### src/rtl/i2c_ctl_pkg.sv
package i2c_ctl_pkg;
  localparam int NSRC    = 4;
  localparam int DATA_W  = 32;
  // control word bit positions
  localparam int C_EN    = 0;
  localparam int C_IEN   = 1;
  localparam int C_CLR   = 5;
  localparam int C_SDA   = 9;
  localparam int C_SCL   = 10;
  localparam int C_SWM   = 31;
  // status word positions
  localparam int S_DIR   = 4;
  localparam int S_CNT   = 8;

  typedef enum logic [1:0] {
    A_CTRL = 2'd0,
    A_STAT = 2'd1,
    A_CNT  = 2'd2
  } reg_addr_e;

  function automatic logic f_irq(input logic [NSRC-1:0] flags,
                                 input logic [NSRC-1:0] ien);
    return |(flags & ien);
  endfunction

  function automatic logic [NSRC-1:0] f_flag_next(input logic [NSRC-1:0] cur,
                                                  input logic [NSRC-1:0] set,
                                                  input logic [NSRC-1:0] clr);
    return (cur & ~clr) | set;
  endfunction
endpackage

### src/rtl/i2c_irq_flags.sv
module i2c_irq_flags
  import i2c_ctl_pkg::*;
(
  input  logic            clk,
  input  logic            rst_n,
  input  logic            wipe_i,
  input  logic [NSRC-1:0] set_i,
  input  logic [NSRC-1:0] clr_i,
  input  logic [NSRC-1:0] ien_i,
  output logic [NSRC-1:0] flags_o,
  output logic            irq_o
);
  logic [NSRC-1:0] flags_q;
  logic [NSRC-1:0] set_ok;

  assign set_ok = wipe_i ? '0 : set_i;

  always_ff @(posedge clk or negedge rst_n) begin
    if (!rst_n)      flags_q <= '0;
    else if (wipe_i) flags_q <= '0;
    else             flags_q <= f_flag_next(flags_q, set_ok, clr_i);
  end

  assign flags_o = flags_q;
  assign irq_o   = f_irq(flags_q, ien_i);

  // an accepted event always leaves its flag set
  p_set_wins_r4: assert property (@(posedge clk) disable iff (!rst_n)
    (set_ok != '0) |=> ((flags_q & $past(set_ok)) == $past(set_ok)));
  // a clear without a colliding event leaves the flag at 0
  p_w1c_r3: assert property (@(posedge clk) disable iff (!rst_n)
    ((clr_i & ~set_ok) != '0) |=> ((flags_q & $past(clr_i & ~set_ok)) == '0));
  // wipe empties all flags
  p_wipe_r6: assert property (@(posedge clk) disable iff (!rst_n)
    wipe_i |=> (flags_q == '0));
endmodule

### src/rtl/i2c_byte_counter.sv
module i2c_byte_counter #(
  parameter int COUNT_W = 16
) (
  input  logic               clk,
  input  logic               rst_n,
  input  logic               wipe_i,
  input  logic               load_i,
  input  logic [COUNT_W-1:0] load_val_i,
  input  logic               busy_i,
  input  logic               byte_done_i,
  output logic [COUNT_W-1:0] remaining_o,
  output logic [COUNT_W-1:0] programmed_o,
  output logic               hit_zero_o
);
  logic [COUNT_W-1:0] rem_q, prog_q;
  logic               load_ok, dec_ok;

  assign load_ok    = load_i && !busy_i && !wipe_i;
  assign dec_ok     = byte_done_i && !wipe_i && !load_ok && (rem_q != '0);
  assign hit_zero_o = dec_ok && (rem_q == COUNT_W'(1));

  always_ff @(posedge clk or negedge rst_n) begin
    if (!rst_n) begin
      rem_q  <= '0;
      prog_q <= '0;
    end else if (wipe_i) begin
      rem_q  <= '0;
      prog_q <= '0;
    end else if (load_ok) begin
      rem_q  <= load_val_i;
      prog_q <= load_val_i;
    end else if (dec_ok) begin
      rem_q  <= rem_q - COUNT_W'(1);
    end
  end

  assign remaining_o  = rem_q;
  assign programmed_o = prog_q;

  // each accepted byte-done lowers the count by exactly one
  p_count_down_r7: assert property (@(posedge clk) disable iff (!rst_n)
    dec_ok |=> (rem_q == $past(rem_q) - COUNT_W'(1)));
  // a byte-done at zero leaves the count at zero
  p_zero_holds_r8: assert property (@(posedge clk) disable iff (!rst_n)
    (byte_done_i && rem_q == '0 && !load_i) |=> (rem_q == '0));
  // a load offered while busy does not alter the programmed value
  p_busy_load_r7: assert property (@(posedge clk) disable iff (!rst_n)
    (load_i && busy_i && !wipe_i) |=> $stable(prog_q));
endmodule

### src/rtl/i2c_pad_mux.sv
module i2c_pad_mux (
  input  logic sw_mode_i,
  input  logic enable_i,
  input  logic sda_sw_i,
  input  logic scl_sw_i,
  input  logic hw_sda_i,
  input  logic hw_scl_i,
  output logic sda_low_o,
  output logic scl_low_o
);
  always_comb begin
    if (sw_mode_i) begin
      sda_low_o = sda_sw_i;
      scl_low_o = scl_sw_i;
    end else begin
      sda_low_o = enable_i & hw_sda_i;
      scl_low_o = enable_i & hw_scl_i;
    end
  end
endmodule

### src/rtl/i2c_ctl_regs.sv
module i2c_ctl_regs
  import i2c_ctl_pkg::*;
#(
  parameter int COUNT_W = 16
) (
  input  logic              clk,
  input  logic              rst_n,
  input  logic              wr_en_i,
  input  logic [1:0]        wr_addr_i,
  input  logic [DATA_W-1:0] wr_data_i,
  input  logic [1:0]        rd_addr_i,
  output logic [DATA_W-1:0] rd_data_o,
  input  logic              ev_svc_i,
  input  logic              ev_addr_nack_i,
  input  logic              ev_data_nack_i,
  input  logic              byte_done_i,
  input  logic              xfer_busy_i,
  input  logic              dir_rx_i,
  input  logic              hw_sda_low_i,
  input  logic              hw_scl_low_i,
  output logic              irq_o,
  output logic              eng_enable_o,
  output logic              xfer_abort_o,
  output logic              sda_low_o,
  output logic              scl_low_o
);
  localparam int CNT_HI = S_CNT + COUNT_W - 1;

  logic            en_q, sda_sw_q, scl_sw_q, swm_q, abort_q;
  logic [NSRC-1:0] ien_q;

  // named internal events
  logic            ctrl_wr, cnt_wr, en_next, wipe, disable_evt;
  logic [NSRC-1:0] clr_req, ev_vec, flags;
  logic            hit_zero;
  logic [COUNT_W-1:0] remaining, programmed;

  assign ctrl_wr     = wr_en_i && (wr_addr_i == A_CTRL);
  assign cnt_wr      = wr_en_i && (wr_addr_i == A_CNT);
  assign en_next     = ctrl_wr ? wr_data_i[C_EN] : en_q;
  assign wipe        = !en_next;
  assign disable_evt = en_q && ctrl_wr && !wr_data_i[C_EN];
  assign clr_req     = ctrl_wr ? wr_data_i[C_CLR +: NSRC] : '0;
  assign ev_vec      = {ev_data_nack_i, ev_addr_nack_i, ev_svc_i, hit_zero};

  always_ff @(posedge clk or negedge rst_n) begin
    if (!rst_n) begin
      en_q     <= 1'b0;
      ien_q    <= '0;
      sda_sw_q <= 1'b0;
      scl_sw_q <= 1'b0;
      swm_q    <= 1'b0;
      abort_q  <= 1'b0;
    end else begin
      abort_q <= disable_evt;
      if (ctrl_wr) begin
        en_q     <= wr_data_i[C_EN];
        ien_q    <= wr_data_i[C_IEN +: NSRC];
        sda_sw_q <= wr_data_i[C_SDA];
        scl_sw_q <= wr_data_i[C_SCL];
        swm_q    <= wr_data_i[C_SWM];
      end
    end
  end

  i2c_irq_flags u_flags (
    .clk(clk), .rst_n(rst_n), .wipe_i(wipe), .set_i(ev_vec), .clr_i(clr_req),
    .ien_i(ien_q), .flags_o(flags), .irq_o(irq_o)
  );

  i2c_byte_counter #(.COUNT_W(COUNT_W)) u_cnt (
    .clk(clk), .rst_n(rst_n), .wipe_i(wipe), .load_i(cnt_wr),
    .load_val_i(wr_data_i[COUNT_W-1:0]), .busy_i(xfer_busy_i),
    .byte_done_i(byte_done_i), .remaining_o(remaining),
    .programmed_o(programmed), .hit_zero_o(hit_zero)
  );

  i2c_pad_mux u_pads (
    .sw_mode_i(swm_q), .enable_i(en_q), .sda_sw_i(sda_sw_q), .scl_sw_i(scl_sw_q),
    .hw_sda_i(hw_sda_low_i), .hw_scl_i(hw_scl_low_i),
    .sda_low_o(sda_low_o), .scl_low_o(scl_low_o)
  );

  always_comb begin
    rd_data_o = '0;
    unique case (rd_addr_i)
      A_CTRL: begin
        rd_data_o[C_EN]           = en_q;
        rd_data_o[C_IEN +: NSRC]  = ien_q;
        rd_data_o[C_SDA]          = sda_sw_q;
        rd_data_o[C_SCL]          = scl_sw_q;
        rd_data_o[C_SWM]          = swm_q;
      end
      A_STAT: begin
        rd_data_o[NSRC-1:0]       = flags;
        rd_data_o[S_DIR]          = en_q & dir_rx_i;
        rd_data_o[CNT_HI:S_CNT]   = remaining;
      end
      A_CNT:   rd_data_o[COUNT_W-1:0] = programmed;
      default: rd_data_o = '0;
    endcase
  end

  assign eng_enable_o = en_q;
  assign xfer_abort_o = abort_q;

  // leaving the enabled state is always accompanied by an abort pulse
  p_abort_on_fall_r6: assert property (@(posedge clk) disable iff (!rst_n)
    $fell(en_q) |-> xfer_abort_o);
  // nothing can raise the interrupt while disabled
  p_quiet_when_off_r6: assert property (@(posedge clk) disable iff (!rst_n)
    !en_q |-> (!irq_o && flags == '0 && remaining == '0));
  // reaching zero on a byte-done raises the done flag
  p_done_on_zero_r8: assert property (@(posedge clk) disable iff (!rst_n)
    (hit_zero && !wipe) |=> flags[0]);
  // in software mode the pads follow the register bits
  p_pad_sw_r10: assert property (@(posedge clk) disable iff (!rst_n)
    swm_q |-> (sda_low_o == sda_sw_q && scl_low_o == scl_sw_q));
  // a request without any enabled flag is impossible
  p_irq_masked_r5: assert property (@(posedge clk) disable iff (!rst_n)
    ((flags & ien_q) == '0) |-> !irq_o);
endmodule

### config.mk
export PLATFORM = sky130hd
export DESIGN_NAME = i2c_ctl_regs
export DESIGN_NICKNAME = d
export VERILOG_FILES = /design/src/rtl/i2c_ctl_pkg.sv /design/src/rtl/i2c_irq_flags.sv /design/src/rtl/i2c_byte_counter.sv /design/src/rtl/i2c_pad_mux.sv /design/src/rtl/i2c_ctl_regs.sv
export SDC_FILE = /design/constraint.sdc
export NUM_CORES = 1
export LEC_CHECK = 0
export BUFFER_PORTS_ARGS = -buffer_cell sky130_fd_sc_hd__buf_2
export CAP_MARGIN = 10
export CORE_MARGIN = 3
export CORE_UTILIZATION = 46
export CTS_CLUSTER_DIAMETER = 60
export DETAILED_ROUTE_END_ITERATION = 12
export GPL_ROUTABILITY_DRIVEN = 0
export GPL_TIMING_DRIVEN = 0
export PLACE_DENSITY = 0.86
export SLEW_MARGIN = 25
export SYNTH_ARGS = -nofsm -noshare
export SYNTH_HDL_FRONTEND = slang
export SYNTH_SLANG_ARGS = --single-unit
### constraint.sdc
create_clock -name clk -period 1.9 [get_ports clk]
set_input_delay 0.095 -clock clk [delete_from_list [all_inputs] [get_ports clk]]
set_output_delay 0.095 -clock clk [all_outputs]
set_load 0.1 [all_outputs]
==> impl.org, run 1 <==
** Run status
- Outcome :: complete, but fails checks
- Violations in the final reports :: setup timing

** Clock tree
- CTS placed an instance of sky130_fd_sc_hd__clkbuf_8 at the clock tree root.
- # H-tree levels :: 2
- Clk pin slew, worst setup/hold paths :: 90 ps
- CTS buffer count :: 5
- Clock tree synthesis found a total of between 40 and 50 sinks.
- Clock latency on the worst-skew pair, taken at its later pin, is 300 ps.
- The clock passes through at most 2 buffers.
- CTS tree :: yes

** Setup path
- At the worst endpoint, the required time is ~2100 ps.
- Kind of end point of the critical path :: flip-flop
- Data arrival time at the worst-slack endpoint :: 2180 ps
- In this run the worst path has a maximum fanout of 5.
- Worst setup slack for register-to-register paths :: -40 ps
- Capturing point of the worst reg2reg path :: u_cnt.remaining_o[7]
- Crit start category :: flip-flop
- Reg2reg path depth :: 5
- The critical path is of the reg2reg type.
- Worst Setup SP :: u_cnt.remaining_o[5]
- The most critical setup path has its endpoint at u_cnt.remaining_o[7].
- Startpoint of the lowest-slack register-to-register path :: u_cnt.remaining_o[5]

** STA
- Worst setup slack after layout :: -42.7 ps
- Hold_ws :: 16.7 ps
- Setup violation total in the final timing report :: 5
- Summed over all failing endpoints, the final setup total negative slack is -143 ps.
- In the finished design, the share of the clock period the worst path needs comes to 1.02.
- For this run, the top clock speed supported by timing is 0.515 GHz.
- Final min period :: just under 2000 ps
- For the final database, setup skew stands at around 9.5 ps.
- Unrepaired setup endpoints after global routing :: yes
- In this run the tightest slew margin relative to its limit is 0.612.
- Final Max Tran Viols :: 0
- The final hold violation count came to 0.
- For the pin with the worst max-slew slack, the measured transition is 583 ps.

** Synthesis
- For this run, the leading register cell type out of synthesis is sky130_fd_sc_hd__dfrtp_1.
- In this run, synthesis inferred 0 flip-flops with an integrated enable.
- The Yosys step of the flow raised 0 warnings.
- Async set-or-reset flop fraction in the synthesized netlist :: 1.00
- Synthesis produced a netlist whose cell count is 287.
- Number of different library cells in the post-synthesis netlist :: 47
- In this run the mean area of a mapped cell was around 9.0 um^2.
- Synthesis inferred 45 register bits.
- Synthesized area :: 0.00259 mm^2
- For this run, the register share of the synthesized area comes to 0.434.

** Route
- Count of routing violations after the opening detailed-route iteration :: 395
- Dividing the detail-routed via count by the number of cells gives between 6 and 7.
- Average routed wire per standard cell :: 18.3 um
- The detailed router put a total of 3130 um of wire on met1.
- Met2 routed WL :: 3960 um
- Max Used Layer :: met4
- The detail route stage leaves a number of antenna-violating nets equal to 0.
- Detailed routing inserted a total of 2732 vias.
- # DRC :: 0
- Final routed wirelength across all metal layers :: 8200 um
- First-pass DRT Iterations :: 5
- Met3 WL :: approximately 790 um

** Global routing
- Total GRT Usage :: 0.238
- Vias in the first global route :: 2540
- The first global-routing pass estimated 12000 um of wire.
- Entering global routing, the biggest net connects 46 pins.
- Overall overflow remaining after global route :: 0
- The initial antenna violation count is 0.

** Power
- Power Total :: 5.22 mW
- VDD sags by at most 0.738 mV.
- Power spread over the standard cell area amounts to 1520 mW/mm^2.
- Static Leak :: 1.65 nW

** Floorplan
- Vertical extent of the die :: between 80 and 90 um
- The region available for standard cell placement spans 0.00527 mm^2.
- For this configuration, the core starts out at a cell density of 0.492.
- The die is 81.1 um wide.
- Total Die Area :: 0.00657 mm^2
- Top-Level Pins :: 84
- The initialized floorplan defines 26 standard-cell rows.

** Finish
- Once layout is done, the placed cells without fillers occupy ~0.0034 mm^2.
- Of the cells placed in the final design, the portion with a size suffix greater than 1 is 0.387.
- At the end of the flow, the number of nets in the layout was 429.
- Core occupancy in the finished layout :: 0.652
- Relative area change from synthesis to final layout :: 32.6%
- Layout fillers :: 426
- The number of antenna diodes in the final layout is 0.
- Post-route insts no fill :: 447

** Min path
- Worst hold path type :: in2reg

** Job
- Maximum capacitance violations :: 0

** Place
- Once placement completed, the tool counted placed cells totaling 424.
- The wire-length estimate of the detail-placed layout is 5430 um.
- Input/output buffers :: 61
- Post-DP Area :: 0.00308 mm^2
- Placement Setup Slack :: -425 ps
## cell type report
class	instances	area [um^2]	area share
tap	70	87.6	0.0255
inverter	7	26.3	0.00764
sequential	45	1130	0.329
clock buffer	6	72.6	0.0211
clock inverter	2	15.0	0.00437
multi-input combinational	219	1540	0.447
timing repair buffer	76	428	0.124
buffer	22	138	0.0400
## logic make-up (layout without fill, tap and decap cells)
logic type	count (synthesis)	after routing	share of synthesized area
buf+inv	29	113	0.0569
fa+ha+maj	6	6	0.0290
flops	45	45	0.434
mux	8	8	0.0343
simple gates	127	127	0.248
xor+xnor	4	4	0.0135
compound gates	67	67	0.183
other cells	1	7	0.00145
## registers in the layout (all words and copies together) (netlist names)
name and cells:
ien_q 4, sda_sw_q 1, swm_q 1, u_flags.flags_o 4, scl_sw_q 1, u_cnt.remaining_o 16, u_cnt.programmed_o 16, xfer_abort_o 1
eng_enable_o 1
## timing repair
action	in CTS	in global routing
pin swaps	1	4
endpoints found under the setup margin	19	22
hold buffers	1	1
setup buffers	6	6
cloned	1	0
hold endpoints to repair	36	1
resized for setup	15	20
## cell usage in the layout, fill, tap and decap left out, types with 6 or more instances in the layout
master / count
sky130_fd_sc_hd__a222oi_1: 6
sky130_fd_sc_hd__nand3_1: 8
sky130_fd_sc_hd__nor2_1: 14
sky130_fd_sc_hd__clkbuf_1: 7
sky130_fd_sc_hd__and2_1: 14
sky130_fd_sc_hd__mux2_2: 7
sky130_fd_sc_hd__dfrtp_1: 42
sky130_fd_sc_hd__clkbuf_8: 6
sky130_fd_sc_hd__a22o_1: 6
sky130_fd_sc_hd__a22oi_1: 9
sky130_fd_sc_hd__buf_2: 64
sky130_fd_sc_hd__conb_1: 7
sky130_fd_sc_hd__buf_4: 22
sky130_fd_sc_hd__a21oi_1: 15
sky130_fd_sc_hd__nor2b_2: 6
sky130_fd_sc_hd__inv_1: 6
sky130_fd_sc_hd__nand2_1: 49
## layer usage
metal,GRT usage,up-vias
li1,-,1197
met1,0.309,1294
met2,0.404,197
met3,0.0410,44
met4,0.0726,0
met5,0,-
## synthesized netlist by cell type, types with 4 or more instances
library cell,n,area share
sky130_fd_sc_hd__and2_1,14,0.034
sky130_fd_sc_hd__a32o_1,4,0.015
sky130_fd_sc_hd__a222oi_1,6,0.023
sky130_fd_sc_hd__buf_2,4,0.0077
sky130_fd_sc_hd__nor3_1,5,0.0097
sky130_fd_sc_hd__mux2_2,7,0.030
sky130_fd_sc_hd__a211oi_1,4,0.012
sky130_fd_sc_hd__xnor2_1,4,0.014
sky130_fd_sc_hd__nand2_1,50,0.072
sky130_fd_sc_hd__nor2_1,21,0.030
sky130_fd_sc_hd__o21ai_0,8,0.015
sky130_fd_sc_hd__a22oi_1,9,0.026
sky130_fd_sc_hd__nand3_1,10,0.019
sky130_fd_sc_hd__nor4_1,5,0.012
sky130_fd_sc_hd__a21oi_1,17,0.033
sky130_fd_sc_hd__dfrtp_1,45,0.43
sky130_fd_sc_hd__ha_1,6,0.029
sky130_fd_sc_hd__clkbuf_1,9,0.013
sky130_fd_sc_hd__inv_1,7,0.010
sky130_fd_sc_hd__buf_4,9,0.026
sky130_fd_sc_hd__nor2b_1,7,0.017
sky130_fd_sc_hd__a22o_1,6,0.020
## worst max-delay path: stages, from the launching register on
cell and delay (ps):
sky130_fd_sc_hd__dfrtp_2 480, sky130_fd_sc_hd__nor3_2 460, sky130_fd_sc_hd__nand2_1 240, sky130_fd_sc_hd__o31a_1 310, sky130_fd_sc_hd__a211oi_1 240, sky130_fd_sc_hd__o21a_1 150
## power by group
| group | leakage [nW] | switching, mW | internal (mW) |
|---|---|---|---|
| Combinational | 1.02 | 1.91 | 1.19 |
| Sequential | 0.594 | 0.350 | 1.17 |
| Clock | 0.0374 | 0.333 | 0.259 |
| Total | 1.65 | 2.60 | 2.62 |
## how the worst min path moves through the flow
stage	slack, ps	from	end	depth (start not counted)
final	20	wr_data_i[31]	swm_q	2
after floorplan	-200	rst_n	ien_q[0]	0
after CTS	7	ev_addr_nack_i	u_flags.flags_o[2]	3
after detailed placement	310	rst_n	eng_enable_o	1
after global placement	300	rst_n	eng_enable_o	1
after global routing	30	wr_data_i[31]	swm_q	2
Note: power is estimated with default switching activity, not from simulation.
==> inputs of run 2 (changes only) <==
--- a/config.mk
+++ b/config.mk
@@ -5,8 +5,9 @@
 export SDC_FILE = /design/constraint.sdc
 export NUM_CORES = 1
 export LEC_CHECK = 0
+export ABC_AREA = 0
 export BUFFER_PORTS_ARGS = -buffer_cell sky130_fd_sc_hd__buf_2
-export CAP_MARGIN = 10
+export CAP_MARGIN = 20
 export CORE_MARGIN = 3
 export CORE_UTILIZATION = 46
 export CTS_CLUSTER_DIAMETER = 60
@@ -14,6 +15,7 @@
 export GPL_ROUTABILITY_DRIVEN = 0
 export GPL_TIMING_DRIVEN = 0
 export PLACE_DENSITY = 0.86
+export SETUP_SLACK_MARGIN = 0.5
 export SLEW_MARGIN = 25
 export SYNTH_ARGS = -nofsm -noshare
 export SYNTH_HDL_FRONTEND = slang
==> impl.org, run 2 (synthesis gave the netlist of run 1 again) <==
** STA
- Achievable clock frequency :: 0.468 GHz (was 0.515 GHz)
- Hold_ws :: -8.29 ps (was 16.7 ps)
- The worst-case clock skew is 18.1 ps (was 9.50 ps).
- The worst-case headroom to the max-slew limit was 0.477 (was 0.612).
- Number of hold violations in the final report :: 1 (was 0)
- Setup violation total in the final timing report :: 15 (was 5)
- Final min period :: 2140 ps (was 1940 ps)
- Worst setup slack after layout :: -237 ps (was -42.7 ps)
- The pin slew with the least headroom to its limit was 784 ps (was 583 ps).
- Unrepaired setup endpoints after global routing :: yes (unchanged)
- The number of slew-limit violations in the final report came to 0 (unchanged).
- The final period utilization was 1.12 (was 1.02).

** Route
- Max Used Layer :: met4 (unchanged)
- The number of nets still failing antenna checks after routing came to 0 (unchanged).
- The sum of met2 wire segment lengths after detailed routing was 5830 um (was 3960 um).
- Routed vias :: 3335 (was 2732)
- The total iterations of the first detailed-routing run came to 6 (was 5).
- The post-detailed-route DRC marker count is 0 (unchanged).
- Average routed wire per standard cell :: 26.3 um (was 18.3 um)
- The number of DRC violations after detailed-routing iteration 0 is 543 (was 395).
- Via-per-instance ratio :: 6.79 (was 6.11)
- The wire length on met1 came to 4380 um (was 3130 um).
- The wire length after detailed routing was 12900 um (was 8200 um).
- Met3 WL :: 1520 um (was 789 um)

** Global routing
- Wire length of the first global-routing pass :: 15200 um (was 12000 um)
- The overall routing resource usage was 0.313 (was 0.238).
- Vias in the first global route :: 2903 (was 2540)
- The global route total overflow was 0 (unchanged).
- Antenna violations before repair :: 0 (unchanged)
- Largest net degree at the start of global routing :: 46 (unchanged)

** Floorplan
- The floorplan die area is 0.00657 mm^2 (unchanged).
- Top-Level Pins :: 84 (unchanged)
- The die outline width is 81.1 um (unchanged).
- The initial core utilization was 0.492 (unchanged).
- The area of the placeable core came to 0.00527 mm^2 (unchanged).
- Vertical extent of the die :: 81.1 um (unchanged)
- The standard-cell row count came to 26 (unchanged).

** Power
- The static leakage is 2.18 nW (was 1.65 nW).
- Power density relative to cell area :: 1540 mW/mm^2 (was 1520 mW/mm^2)
- Maximum vdd ir drop :: 1.15 mV (was 0.738 mV)

** Place
- Placement Setup Slack :: -247 ps (was -425 ps)
- The count of port buffers added during placement is 61 (unchanged).
- Detail Placement HPWL :: 5300 um (was 5430 um)
- Post-DP Area :: 0.00320 mm^2 (was 0.00308 mm^2)

** Clock tree
- CTS buffer count :: 5 (unchanged)
- The H-tree depth was 2 (unchanged).
- The clock tree from TritonCTS was yes (unchanged).
- Clk pin slew, worst setup/hold paths :: 100 ps (was 90 ps)
- Insertion delay to the later sink of the worst-skew pair :: 320 ps (was 300 ps)
- The total number of clock tree sinks was 45 (unchanged).
- Cell chosen for the clock root :: sky130_fd_sc_hd__clkbuf_8 (unchanged)
- Max clock buf depth :: 2 (unchanged)

** Finish
- Layout Nets :: 473 (was 429)
- Final Cell Area :: 0.00470 mm^2 (was 0.00344 mm^2)
- Most common cell after layout, fill and taps aside :: sky130_fd_sc_hd__buf_4 (was sky130_fd_sc_hd__buf_2)
- Layout fillers :: 205 (was 426)
- The area taken by multi-input logic gates came to 0.00194 mm^2 (was 0.00154 mm^2).
- The number of diodes was 0 (unchanged).
- The final core utilization was 0.892 (was 0.652).
- Commonest cells after routing, fill and taps aside :: sky130_fd_sc_hd__buf_4 (50), sky130_fd_sc_hd__dfrtp_1 (34), sky130_fd_sc_hd__buf_2 (32) (was sky130_fd_sc_hd__buf_2 (64), sky130_fd_sc_hd__nand2_1 (49), sky130_fd_sc_hd__dfrtp_1 (42))
- The area used by sequential logic in the layout was 0.00114 mm^2 (was 0.00113 mm^2).
- The area growth from synthesis to final layout is 81.4% (was 32.6%).
- Ratio of cells with drive above 1 in the final layout :: 0.620 (was 0.387)

** Setup path
- The required time reported for the critical path endpoint was 2080 ps (was 2140 ps).
- Highest-delay cell along the critical path :: sky130_fd_sc_hd__dfrtp_2 (unchanged)
- Crit start category :: flip-flop (unchanged)
- Data arrival time at the worst-slack endpoint :: 2320 ps (was 2180 ps)
- Largest fanout of any net on the critical path :: 5 (unchanged)
- Kind of end point of the critical path :: flip-flop (unchanged)
- Critical Path Max Stage Delay :: 480 ps (about the same)
- Sequence of cells on the critical path: inv_2 -> ha_4 -> nor3b_4 -> a41o_4 -> buf_8 -> nor3_4 -> xnor2_1 -> a211oi_1 (was nor3_2 -> nand2_1 -> o31a_1 -> a211oi_1 -> o21a_1).
- Setup Crit Path Kind :: reg2reg (unchanged)

** Min path
- The type of the most critical hold path was in2reg (unchanged).

** Run status
- Outcome :: complete, but fails checks (unchanged)
- Violations in the final reports: hold timing, setup timing (was setup timing).

** Job
- Maximum capacitance violations :: 0 (unchanged)
[run 2: power breakdown]
group | leakage (nW) | switching [mW] | internal (mW)
clock | 0.0512 | 0.366 | 0.296
combinational | 1.54 | 2.73 | 2.24
sequential | 0.582 | 0.427 | 1.19
total | 2.18 | 3.52 | 3.73
[run 2: final timing paths]
kind                                             from                    end  slack, ps  cells past startpoint
worst min register to register  u_cnt.programmed_o[6]  u_cnt.programmed_o[6]        520                      1
worst max-delay path             u_cnt.remaining_o[0]   u_cnt.remaining_o[5]       -240                      8
max in group asynchronous                       rst_n   u_cnt.remaining_o[4]       1130                      2
min in group asynchronous                       rst_n  u_cnt.programmed_o[3]        320                      2
worst max register to register   u_cnt.remaining_o[0]   u_cnt.remaining_o[5]       -240                      8
worst min-delay path                         ev_svc_i     u_flags.flags_o[1]         -8                      3
[run 2: through the flow]
stage          total power, mW  TNS, ps  instances  hold WS [ps]
2_1_floorplan             3.41        0        293          -201
3_3_place_gp              3.84    -1200        424           299
3_5_place_dp              3.91    -1340        424           313
4_1_cts                   5.69        0        464        0.0187
5_1_grt                   7.39    -1260        491          20.3
6_report                  7.25     -922        491         -8.29
[run 2: repair_timing]
action	CTS	global route
buffers inserted	27	26
gates cloned	4	1
resized for setup	149	92
endpoints found under the setup margin	64	60
hold endpoints to repair	45	0
hold buffers	1	0
pin swaps	47	31
[run 2: area by class of cell]
cell class              instances  share of cell area
repair buffers                120               0.247
well taps                      70              0.0186
flip-flops and latches         45               0.243
inverters                       7             0.00559
multi-input cells             219               0.413
plain buffers                  22              0.0521
clock inverters                 2             0.00293
clock buffers                   6              0.0176
[run 2: per-layer routing]
metal,GRT usage,up-vias
met5,0,-
met4,0.177,0
met3,0.0765,130
met2,0.500,360
met1,0.388,1562
li1,-,1283
[run 2: critical path, delay by kind of cell, from the launching register on]
kind | cells | cell delay (ps)
buffers and inverters | 2 | 280
XOR/XNOR | 1 | 140
AO/OA/AOI/OAI | 2 | 660
AND/OR/NAND/NOR | 2 | 300
adder cells (fa/ha/maj) | 1 | 140
flip-flops | 1 | 480
